[config.mk]
export PLATFORM = sky130hd
export DESIGN_NAME = gpm_port_pair
export DESIGN_NICKNAME = d
export VERILOG_FILES = /design/src/rtl/gpm_pkg.sv /design/src/rtl/gpm_sync.sv /design/src/rtl/gpm_port.sv /design/src/rtl/gpm_port_pair.sv
export SDC_FILE = /design/constraint.sdc
export NUM_CORES = 1
export LEC_CHECK = 0
export ABC_AREA = 1
export BUFFER_PORTS_ARGS = -buffer_cell sky130_fd_sc_hd__buf_2
export CORE_MARGIN = 4
export CORE_UTILIZATION = 35
export DETAILED_ROUTE_END_ITERATION = 6
export GPL_ROUTABILITY_DRIVEN = 0
export PLACE_DENSITY_LB_ADDON = 0.15
export SYNTH_ARGS = -nofsm -noshare
export SYNTH_HDL_FRONTEND = slang
export SYNTH_SLANG_ARGS = --single-unit
export TNS_END_PERCENT = 50
[constraint.sdc]
create_clock -name clk -period 1.15 [get_ports clk]
set_clock_uncertainty 0.05 [all_clocks]
set_input_delay 0.115 -clock clk [delete_from_list [all_inputs] [get_ports clk]]
set_output_delay 0.115 -clock clk [all_outputs]
set_load 0.05 [all_outputs]
[src/rtl/gpm_pkg.sv]
package gpm_pkg;
  localparam int OFF_PIN     = 0;
  localparam int OFF_DIGSEL  = 1;
  localparam int OFF_DRIVE   = 2;
  localparam int OFF_MASK    = 3;
  localparam int OFF_PATTERN = 4;
  localparam int CTRL_IE_BIT   = 0;
  localparam int CTRL_WPUD_BIT = 1;
  typedef logic [2:0] reg_off_t;
endpackage

[src/rtl/gpm_sync.sv]
module gpm_sync #(
  parameter int W = 8
) (
  input  logic         clk,
  input  logic         rst_n,
  input  logic [W-1:0] d,
  output logic [W-1:0] q
);
  logic [W-1:0] stage1;

  always_ff @(posedge clk or negedge rst_n) begin
    if (!rst_n) begin
      stage1 <= '0;
      q      <= '0;
    end else begin
      stage1 <= d;
      q      <= stage1;
    end
  end
endmodule

[src/rtl/gpm_port.sv]
module gpm_port
  import gpm_pkg::*;
#(
  parameter int W = 8
) (
  input  logic         clk,
  input  logic         rst_n,
  input  logic         we,
  input  reg_off_t     off,
  input  logic [W-1:0] wdata,
  input  logic [W-1:0] pin_s,
  input  logic         wpu_dis,
  output logic [W-1:0] pad_out,
  output logic [W-1:0] pad_oe,
  output logic [W-1:0] pad_pu,
  output logic [W-1:0] rd_val,
  output logic [W-1:0] digsel,
  output logic         mismatch
);
  logic [W-1:0] latch_q, drive_q, mask_q, pattern_q;

  always_ff @(posedge clk or negedge rst_n) begin
    if (!rst_n) begin
      latch_q   <= '1;
      digsel    <= '1;
      drive_q   <= '0;
      mask_q    <= '0;
      pattern_q <= '0;
    end else if (we) begin
      case (off)
        reg_off_t'(OFF_PIN):     latch_q   <= wdata;
        reg_off_t'(OFF_DIGSEL):  digsel    <= wdata;
        reg_off_t'(OFF_DRIVE):   drive_q   <= wdata;
        reg_off_t'(OFF_MASK):    mask_q    <= wdata;
        reg_off_t'(OFF_PATTERN): pattern_q <= wdata;
        default: ;
      endcase
    end
  end

  always_comb begin
    pad_out  = latch_q;
    pad_oe   = digsel & (~latch_q | drive_q);
    pad_pu   = digsel & ~drive_q & latch_q & {W{~wpu_dis}};
    mismatch = |((pin_s ^ pattern_q) & mask_q);
    case (off)
      reg_off_t'(OFF_PIN):     rd_val = pin_s & digsel;
      reg_off_t'(OFF_DIGSEL):  rd_val = digsel;
      reg_off_t'(OFF_DRIVE):   rd_val = drive_q;
      reg_off_t'(OFF_MASK):    rd_val = mask_q;
      reg_off_t'(OFF_PATTERN): rd_val = pattern_q;
      default:                 rd_val = '0;
    endcase
  end
endmodule

[src/rtl/gpm_port_pair.sv]
module gpm_port_pair
  import gpm_pkg::*;
#(
  parameter int NUM_PORTS = 2,
  parameter int PORT_W    = 8,
  parameter int ADDR_W    = 5
) (
  input  logic                        clk,
  input  logic                        rst_n,
  input  logic [ADDR_W-1:0]           bus_addr,
  input  logic                        bus_wr,
  input  logic                        bus_rd,
  input  logic [PORT_W-1:0]           bus_wdata,
  output logic [PORT_W-1:0]           bus_rdata,
  input  logic [NUM_PORTS*PORT_W-1:0] pad_in,
  output logic [NUM_PORTS*PORT_W-1:0] pad_out,
  output logic [NUM_PORTS*PORT_W-1:0] pad_oe,
  output logic [NUM_PORTS*PORT_W-1:0] pad_pu,
  output logic                        match_evt,
  output logic                        irq,
  output logic                        wake
);
  localparam int TOTAL_W = NUM_PORTS * PORT_W;
  localparam int IDX_W   = ADDR_W - 3;
  localparam logic [ADDR_W-1:0] CTRL_ADDR = '1;

  logic [TOTAL_W-1:0]  pin_s;
  logic [TOTAL_W-1:0]  digsel_all;
  logic [NUM_PORTS-1:0] mismatch_v;
  logic [PORT_W-1:0]   rd_vals [NUM_PORTS];
  logic                ctrl_ie, wpu_dis;
  logic                ctrl_we;
  logic [PORT_W-1:0]   rd_next;
  logic                addr_is_ctrl;

  gpm_sync #(.W(TOTAL_W)) u_sync (
    .clk(clk), .rst_n(rst_n), .d(pad_in), .q(pin_s)
  );

  assign addr_is_ctrl = (bus_addr == CTRL_ADDR);
  assign ctrl_we      = bus_wr && addr_is_ctrl;

  for (genvar p = 0; p < NUM_PORTS; p++) begin : g_port
    logic sel;
    assign sel = !addr_is_ctrl && (bus_addr[ADDR_W-1:3] == IDX_W'(p));
    gpm_port #(.W(PORT_W)) u_port (
      .clk      (clk),
      .rst_n    (rst_n),
      .we       (bus_wr && sel),
      .off      (bus_addr[2:0]),
      .wdata    (bus_wdata),
      .pin_s    (pin_s[p*PORT_W +: PORT_W]),
      .wpu_dis  (wpu_dis),
      .pad_out  (pad_out[p*PORT_W +: PORT_W]),
      .pad_oe   (pad_oe[p*PORT_W +: PORT_W]),
      .pad_pu   (pad_pu[p*PORT_W +: PORT_W]),
      .rd_val   (rd_vals[p]),
      .digsel   (digsel_all[p*PORT_W +: PORT_W]),
      .mismatch (mismatch_v[p])
    );
  end

  always_ff @(posedge clk or negedge rst_n) begin
    if (!rst_n) begin
      ctrl_ie <= 1'b0;
      wpu_dis <= 1'b0;
    end else if (ctrl_we) begin
      ctrl_ie <= bus_wdata[CTRL_IE_BIT];
      wpu_dis <= bus_wdata[CTRL_WPUD_BIT];
    end
  end

  always_comb begin
    rd_next = '0;
    if (addr_is_ctrl) begin
      rd_next[CTRL_IE_BIT]   = ctrl_ie;
      rd_next[CTRL_WPUD_BIT] = wpu_dis;
    end else begin
      for (int p = 0; p < NUM_PORTS; p++) begin
        if (bus_addr[ADDR_W-1:3] == IDX_W'(p)) rd_next = rd_vals[p];
      end
    end
  end

  always_ff @(posedge clk or negedge rst_n) begin
    if (!rst_n)      bus_rdata <= '0;
    else if (bus_rd) bus_rdata <= rd_next;
  end

  assign match_evt = |mismatch_v;
  assign wake      = match_evt;
  assign irq       = match_evt & ctrl_ie;
endmodule

## Word level (Yosys, flattened, before mapping)

Index checks and enable logic that the tools add are counted.

| storage, ports and cells | value |
|---|---|
| flip-flop bits (word level) | 122 |
| output and inout bits | 59 |
| logic and storage cells | 68 |
| bits of input ports | 33 |

| cells by class | value |
|---|---|
| eq/ne operators | 6 |
| bitwise operators | 22 |
| multiplexer cells | 6 |
| reductions and logical operators | 19 |

Operator list:

| operator | number |
|---|---|
| AND 8 bit | 12 |
| case mux 8 bit (5 select lines) | 2 |
| NOT 8 bit | 4 |
| AND reduction 2 bit | 10 |
| two-way mux 8 bit | 2 |
| bitwise OR 8 bit | 2 |
| OR reduction 16 bit | 1 |
| bitwise XOR 8 bit | 2 |
| equality test 3 x 2 -> 1 bit, second input constant | 2 |
| two-way mux 6 bit | 1 |
| equality test 5 bit, second input constant | 1 |
| logical AND 1 bit | 5 |
| equality test 3 x 1 -> 1 bit, second input constant | 1 |
| equality test 3 bit, second input constant | 1 |
| zero test 3 bit | 1 |
| equality test 2 x 1 -> 1 bit, second input constant | 1 |
| zero test 2 bit | 1 |
| two-way mux 2 bit | 1 |
| AND 1 bit | 1 |
| zero test 1 bit | 1 |
| NOT 1 bit | 1 |

## Depth between registers and ports, before layout

Gate-level depths: netlist of the first run.

| logic depth | value |
|---|---|
| word-level depth | 5 |
| depth in mapped cells | 11 |

## Hierarchy

Synthesis of the first run repeated with hierarchy kept, for this count alone.

| unflattened totals | value |
|---|---|
| cell total of the unflattened synthesis | 727 |
| area total of the unflattened synthesis | 5,921.9 um^2 |

By module, submodules not included:

| module | cells an instance | times used | area each (um^2) | seq. area each (um^2) |
|---|---|---|---|---|
| gpm_port | 305 | 2 | 2,273.4 | 1,021.0 |
| gpm_sync | 32 | 1 | 800.8 | 800.8 |
| gpm_port_pair | 85 | 1 | 574.3 | 250.2 |

## Worst setup path before layout of the first run

OpenSTA, ideal clock, no wires.

| path | value |
|---|---|
| path type | reg-to-output |
| start | register g_port[0].u_port.latch_q[0] |
| end | output pad_pu[0] |
| path slack | -1.292 ns |
| cell stages (with the launch flop) | 3 |
| data arrival time | 2.277 ns |
| path buffers | 0 |
| path through | dfstp_2 inv_1 nor4_1 |

| on the way | value |
|---|---|
| word-level cells in the longest chain between the ends | 2 |

RTL lines:

| item | line | RTL |
|---|---|---|
| start, declared | gpm_port.sv:20 | `logic [W-1:0] latch_q, drive_q, mask_q, pattern_q;` |
| start signal, assigned | gpm_port.sv:31 | `reg_off_t'(OFF_PIN): latch_q <= wdata;` |
| AND 8 bit (2 in a row) | gpm_port.sv:44 | `pad_pu = digsel & ~drive_q & latch_q & {W{~wpu_dis}};` |
| end, declared | gpm_port_pair.sv:18 | `output logic [NUM_PORTS*PORT_W-1:0] pad_pu,` |

Every way passes these cells.

## Worst setup path in the final report of the first run

| path | value |
|---|---|
| start | register u_sync.q[14] |
| end | output wake |

| on the way | value |
|---|---|
| word-level cells in the longest chain between the ends | 3 |

RTL lines:

| item | line | RTL |
|---|---|---|
| start, declared | gpm_sync.sv:7 | `output logic [W-1:0] q` |
| start signal, assigned | gpm_sync.sv:17 | `q <= stage1;` |
| bitwise XOR 8 bit | gpm_port.sv:45 | `mismatch = \|((pin_s ^ pattern_q) & mask_q);` |
| AND 8 bit | gpm_port.sv:45 |  |
| OR reduction 16 bit | gpm_port_pair.sv:90 | `assign match_evt = \|mismatch_v;` |
| end, declared | gpm_port_pair.sv:21 | `output logic wake` |

Every way passes these cells.

==> out/metrics.yaml, run 1 <==
outcome:
  outcome: "finished with violations"
  violations: "setup timing"
critical_path:
  crit_fanout: 2
  path_buf_inv: 1
  path_cells: "or2_4 -> nand3_2 -> nand4_1 -> nor2_4 -> nand2_4 -> buf_8"
  cp.required_ns: 0.99
  crit_family: "simple AND/OR/NAND/NOR gates"
  r2r_slack_ns: -0.16
  crit_path_start_kind: "flip-flop"
  slowest_stage: "dfrtp_1"
  path_class: "flip-flop to primary output"
  arrival_ns: 1.72
  critical_path.endpoint_type: "primary output"
  max_stage_delay_ns: 0.38
route:
  ant_nets: 0
  vias: 5333
  drc: 0
  wl_per_cell_um: 15.7
  vias_per_cell: 4.69
  firstDrtPassIters: 4
  drt-total-wl_mm: 17.8
  drtIter0Drc: 363
logic_synthesis:
  seq_area_frac_synth_pct: 53.8
  synth_seq_cells: 122
  synth.distinct_cells: 28
  synth_nets: 683
  synthArstFlopShare_pct: 100
  ys.flop_type: "dfrtp_1"
  ys.warnings.count: 0
  syn_inst: 650
  avgSynthCellArea_um2: 8.84
  synth_edf_count: 0
  synth_area_mm2: 0.00575
power:
  internal_power_uw: 11700
  ir_drop_mv: 0.894
  power_frac_seq_pct: 32.6
  p_total_uw: 17400
  p_sw_uw: 5730
  power_frac_clock_pct: 34.0
  pwr-share-comb_pct: 33.3
  power_leakage_uw: 0.00452
  swShare_pct: 32.9
  power_density_mw_per_mm2: 1830
sta:
  worst_slew_pin_slew_ns: 0.392
  fmax_ghz: 0.531
  slew_headroom_pct: 73.9
  setup_slack_ns: -0.732
  final-hold-violation-count: 0
  final_max_slew_viol_count: 0
  rsz0062_at_grt: "true"
  setup_viol: 60
  fin_crit_ns: 1.88
  fin_tns_setup_ns: -20.94
  period_share_pct: 164
  hold_slack_ns: 0.0460
finish:
  final_nets: 941
  final_common_cell: "nand2_1"
  antennaDiodeCount: 0
  multiInputGateArea_mm2: 0.00269
  drive_gt1_share_pct: 47.0
  final_cell_mix: "nand2_1, buf_4, dfrtp_1, o21ai_1, buf_6"
  nFillCells: 1398
  area_growth_pct: 65.7
  regArea_mm2: 0.00312
place:
  dp_slack_ns: -0.369
  dp_hpwl_mm: 12.9
  io_buffers: 91
die:
  ios: 92
  initial_utilization_pct: 35.9
  rows: 46
  die_area_mm2: 0.0185
  die_w_um: 136
  die_h_um: 136
  core_mm2: 0.0160
global_routing:
  grt.total_usage_pct: 20.3
  grt_max_degree: 74
  grt-ovfl-total: 0
  antenna_found_initial: 1
  grt_pass1_vias: 5374
  grt_pass1_wl_mm: 28.6
clock_tree:
  clk_path_buf_depth: 2
  cts_tree: "done"
  htree_num_levels: 4
  clkSlewWorstSetupHoldPaths_ns: 0.06
  clk_latency_ns: 0.42
  cts_root_buf: "clkbuf_16"
  cts_buffers: 17
  cts_sinks: 122
hold_path:
  hold_class: "input pin to flip-flop"
run:
  drv_cap: 0
-- final timing paths --
kind,from,endpoint,cells after the start
max,u_sync.q[14]$_DFF_PN0_,wake,6
min,bus_wdata[6],g_port[0].u_port.digsel[6]$_DFFE_PN1P_,4
max reg2reg,g_port[1].u_port.digsel[7]$_DFFE_PN1P_,bus_rdata[7]$_DFFE_PN0P_,7
min reg2reg,u_sync.stage1[15]$_DFF_PN0_,u_sync.q[15]$_DFF_PN0_,0
max in group asynchronous,rst_n,g_port[0].u_port.pad_out[6]$_DFFE_PN1P_,3
min in group asynchronous,rst_n,u_sync.stage1[11]$_DFF_PN0_,3
-- tightest hold or removal path: cells and delay by family --
kind,cells,cell delay (ns)
buffers and inverters,3,0.32
AOI/OAI and AO/OA,1,0.06
-- power groups by stage --
stage | clock (µW) | sequential, µW | combinational [µW]
after global routing | 6250 | 5760 | 6200
final | 5930 | 5680 | 5800
after global placement | 0 | 5720 | 4510
after floorplan | 0 | 6120 | 2370
after CTS | 6060 | 5660 | 5750
after detailed placement | 0 | 5760 | 4600
-- synth_stat cells (7+ instances only) --
cell / number / share of area, %
nand2_1: 185 / 12
inv_1: 62 / 4.1
o21ai_0: 16 / 1.4
nand3_1: 40 / 3.5
o21ai_2: 18 / 2.7
buf_6: 14 / 2.7
nor2_1: 37 / 2.4
dfrtp_1: 90 / 39
nor4_1: 7 / 0.76
nand2_4: 10 / 2.0
dfstp_2: 32 / 15
a21oi_1: 8 / 0.70
o21ai_1: 67 / 5.8
a21boi_0: 7 / 0.91
nand4_1: 20 / 2.2
-- registers in the layout, indices dropped and copies added, names as in the netlist, 8 cells and up --
register and cells:
bus_rdata 8, g_port.u_port.digsel 16, g_port.u_port.drive_q 16, g_port.u_port.mask_q 16, g_port.u_port.pad_out 16, g_port.u_port.pattern_q 16, u_sync.q 16, u_sync.stage1 16
-- cell type report --
| cell class | instances | share of cell area, % |
|---|---|---|
| Clock buffer | 19 | 4.65 |
| Multi-Input combinational cell | 435 | 28.2 |
| Tap cell | 216 | 2.84 |
| Timing Repair Buffer | 263 | 26.5 |
| Sequential cell | 122 | 32.8 |
| Inverter | 69 | 2.80 |
| Clock inverter | 13 | 2.27 |
-- per-layer routing --
metal  track usage [%]  vias up  part of all wire, %
met5                 0        -                0.067
met4              8.12        2                  2.5
met3              4.37       28                  4.1
met2              31.6      132                   47
met1              27.7     2526                   46
li1                  -     2645                    -
-- cells by family after synthesis --
group           Yosys count  synth area share (%)
buf+inv                  93                  8.21
simple gates            312                  25.4
xor+xnor                  2                 0.305
flops                   122                  53.8
compound gates          121                  12.2
-- metrics by stage --
stage	instance area, µm²	utilization [%]	cells
CTS	9460	59.1	1134
finish	9520	59.5	1137
floorplan	6220	-	650
detailed placement	7840	49.0	1065
global placement	7840	49.0	1065
global route	9520	59.5	1137
-- what timing repair did --
action,in CTS,in global routing
cloned,0,0
setup buffers,19,3
endpoints found under the setup margin,67,67
hold buffers,18,0
hold endpoints to repair,135,0
pin swaps,31,10
gates resized for setup,200,12
Power figures use the tool's default switching activity.
==> inputs of run 2 (changes only) <==
- SKIP_LAST_GASP: not set -> 1
- SYNTH_HIERARCHICAL: not set -> 1
==> out/metrics.yaml, run 2 <==
place:
  io_buffers: 91
  dp_hpwl_mm: 13.3
logic_synthesis:
  yosysMostFrequentCell: "nand2_1"
  synth.distinct_cells: 24
  syn_inst: 727
  ys.flop_type: "dfrtp_1"
  avgSynthCellArea_um2: 8.15
  synth.top_cell.area_share_pct: 38.0
  yosysTopAreaCell: "dfrtp_1"
  ys.warnings.count: 6
  synth_seq_cells: 122
  seq_area_frac_synth_pct: 52.2
  synthArstFlopShare_pct: 100
  synth_edf_count: 0
  yosys-top-cells-count: "nand2_1, dfrtp_1, inv_1, nand3_1, nor2_1"
  synthTopCellsByArea: "dfrtp_1, dfstp_2, nand2_1, nand3_1, inv_1"
  synth_area_mm2: 0.00592
  synth_nets: 760
hold_path:
  hold_start: "bus_wr"
  whs_endpoint: "ctrl_ie$_DFFE_PN0P_"
  holdPathStages: 4
  hold_class: "input pin to flip-flop"
critical_path:
  rr_worst_depth: 10
  max_stage_delay_ns: 0.39
  cp_common_cell: "nand2_1"
  r2r_end: "bus_rdata[3]$_DFFE_PN0P_"
  cp.required_ns: 0.99
  r2r_start: "u_sync/q[11]$_DFF_PN0_"
  path_cells: "inv_1 -> nand2_1 -> nand3_1 -> nand2_2 -> nor2_1 -> nand2_1 -> inv_2 -> nand2_4 -> buf_8"
  crit_fanout: 3
  arrival_ns: 1.62
  crit_start: "g_port[0].u_port/pattern_q[4]$_DFFE_PN0P_"
  critical_path.endpoint_type: "primary output"
  path_class: "flip-flop to primary output"
  crit_path_start_kind: "flip-flop"
  slowest_stage: "dfrtp_1"
  r2r_slack_ns: -0.26
global_routing:
  antenna_found_initial: 0
  grt_pass1_vias: 5512
  grt.total_usage_pct: 19.0
  grt_max_degree: 39
  grt_pass1_wl_mm: 29.1
  grt-ovfl-total: 0
sta:
  worst_slew_pin_slew_ns: 0.303
  fmax_ghz: 0.561
  hold_slack_ns: 0.0203
  slew_headroom_pct: 79.8
  period_share_pct: 155
  fin_crit_ns: 1.78
  final_max_slew_viol_count: 0
  setup_viol: 68
  rsz0062_at_grt: "true"
  final-hold-violation-count: 0
  setup_slack_ns: -0.632
power:
  ir_drop_mv: 0.995
  power_density_mw_per_mm2: 1770
  p_total_uw: 16700
  power_leakage_uw: 0.00460
route:
  ant_nets: 0
  firstDrtPassIters: 5
  wl_per_cell_um: 14.7
  drtIter0Drc: 357
  drt-total-wl_mm: 17.8
  vias_per_cell: 4.67
  drc: 0
  vias: 5659
die:
  rows: 47
  die_h_um: 138
  die_area_mm2: 0.0191
  initial_utilization_pct: 35.7
  ios: 92
  die_w_um: 138
  core_mm2: 0.0166
finish:
  nFillCells: 1507
  drive_gt1_share_pct: 45.2
  area_growth_pct: 59.1
  multiInputGateArea_mm2: 0.00283
  final_common_cell: "nand2_1"
  final_nets: 1013
  regArea_mm2: 0.00310
  antennaDiodeCount: 0
  final_cell_mix: "nand2_1, buf_4, dfrtp_1, nand3_1, o21ai_1"
clock_tree:
  cts_sinks: 122
  clk_path_buf_depth: 2
  cts_buffers: 17
  cts_root_buf: "clkbuf_16"
  htree_num_levels: 4
  clkSlewWorstSetupHoldPaths_ns: 0.06
  cts_tree: "done"
  clk_latency_ns: 0.42
outcome:
  violations: "setup timing"
  outcome: "finished with violations"
run:
  drv_cap: 0
[run 2: cell count changes after synthesis, moves of 7 or more]
cell      delta
o21ai_0     +16
inv_1       +17
o21ai_1     -13
buf_6        -8
a21boi_0     +7
nor2_1      +26
nand2_4      -8
nand3_1     +35
a21oi_1      -7
nand4_1     -20
nand2_1     +31
[run 2: layout make-up]
class | instances | share of cell area (%)
Sequential cell | 122 | 32.9
Multi-Input combinational cell | 500 | 30.0
Timing Repair Buffer | 255 | 24.0
Clock buffer | 18 | 4.66
Inverter | 84 | 3.40
Tap cell | 220 | 2.92
Clock inverter | 14 | 2.07
[run 2: worst max-delay path, delay by kind of cell (launching register included)]
family	cells	cell delay [ns]
AND/OR/NAND/NOR	6	0.47
flip-flops	1	0.39
buffers and inverters	3	0.33
[run 2: worst max path at each step]
stage / end / slack [ns]
2_1_floorplan: pad_pu[15] / -0.37
3_3_place_gp: match_evt / -0.29
3_5_place_dp: match_evt / -0.27
4_1_cts: irq / -0.62
5_1_grt: irq / -0.72
6_report: wake / -0.63
[run 2: cells by family (layout without fill, tap and decap cells)]
group,count (synthesis),count (layout),share of synthesized area [%]
simple gates,383,383,28.4
flops,122,122,52.2
compound gates,117,117,11.5
buf+inv,105,371,7.86
[run 2: metal layers]
metal	part of all wire [%]	wire (µm)	track usage, %	vias up
met5	0	0	0	-
met4	2.0	354	6.55	0
met3	5.1	905	3.73	27
met2	42	7540	26.7	168
met1	51	9040	29.2	2635
li1	-	-	-	2829
[run 2: timing repair]
action,4_1_cts,5_1_grt
pin swaps,22,35
hold endpoints to repair,123,0
hold buffers,25,0
gates resized for setup,106,119
cloned,1,0
setup buffers,30,20
endpoints found under the setup margin,67,68
[run 2: report_power, final]
group / switching [µW] / internal, µW / total [µW]
clock: 1960 / 3690 / 5650
combinational: 3030 / 2330 / 5360
sequential: 587 / 5080 / 5670
[run 2: through the flow]
step | TNS, ns | area (µm²) | util, % | setup WS, ns | cells
global placement | -7.98 | 7620 | 46.0 | -0.288 | 1114
floorplan | -9.50 | 6240 | - | -0.365 | 727
global route | -23.69 | 9420 | 56.8 | -0.724 | 1213
finish | -20.18 | 9420 | 56.8 | -0.632 | 1213
CTS | -22.48 | 9040 | 54.5 | -0.620 | 1202
detailed placement | -9.00 | 7620 | 46.0 | -0.274 | 1114
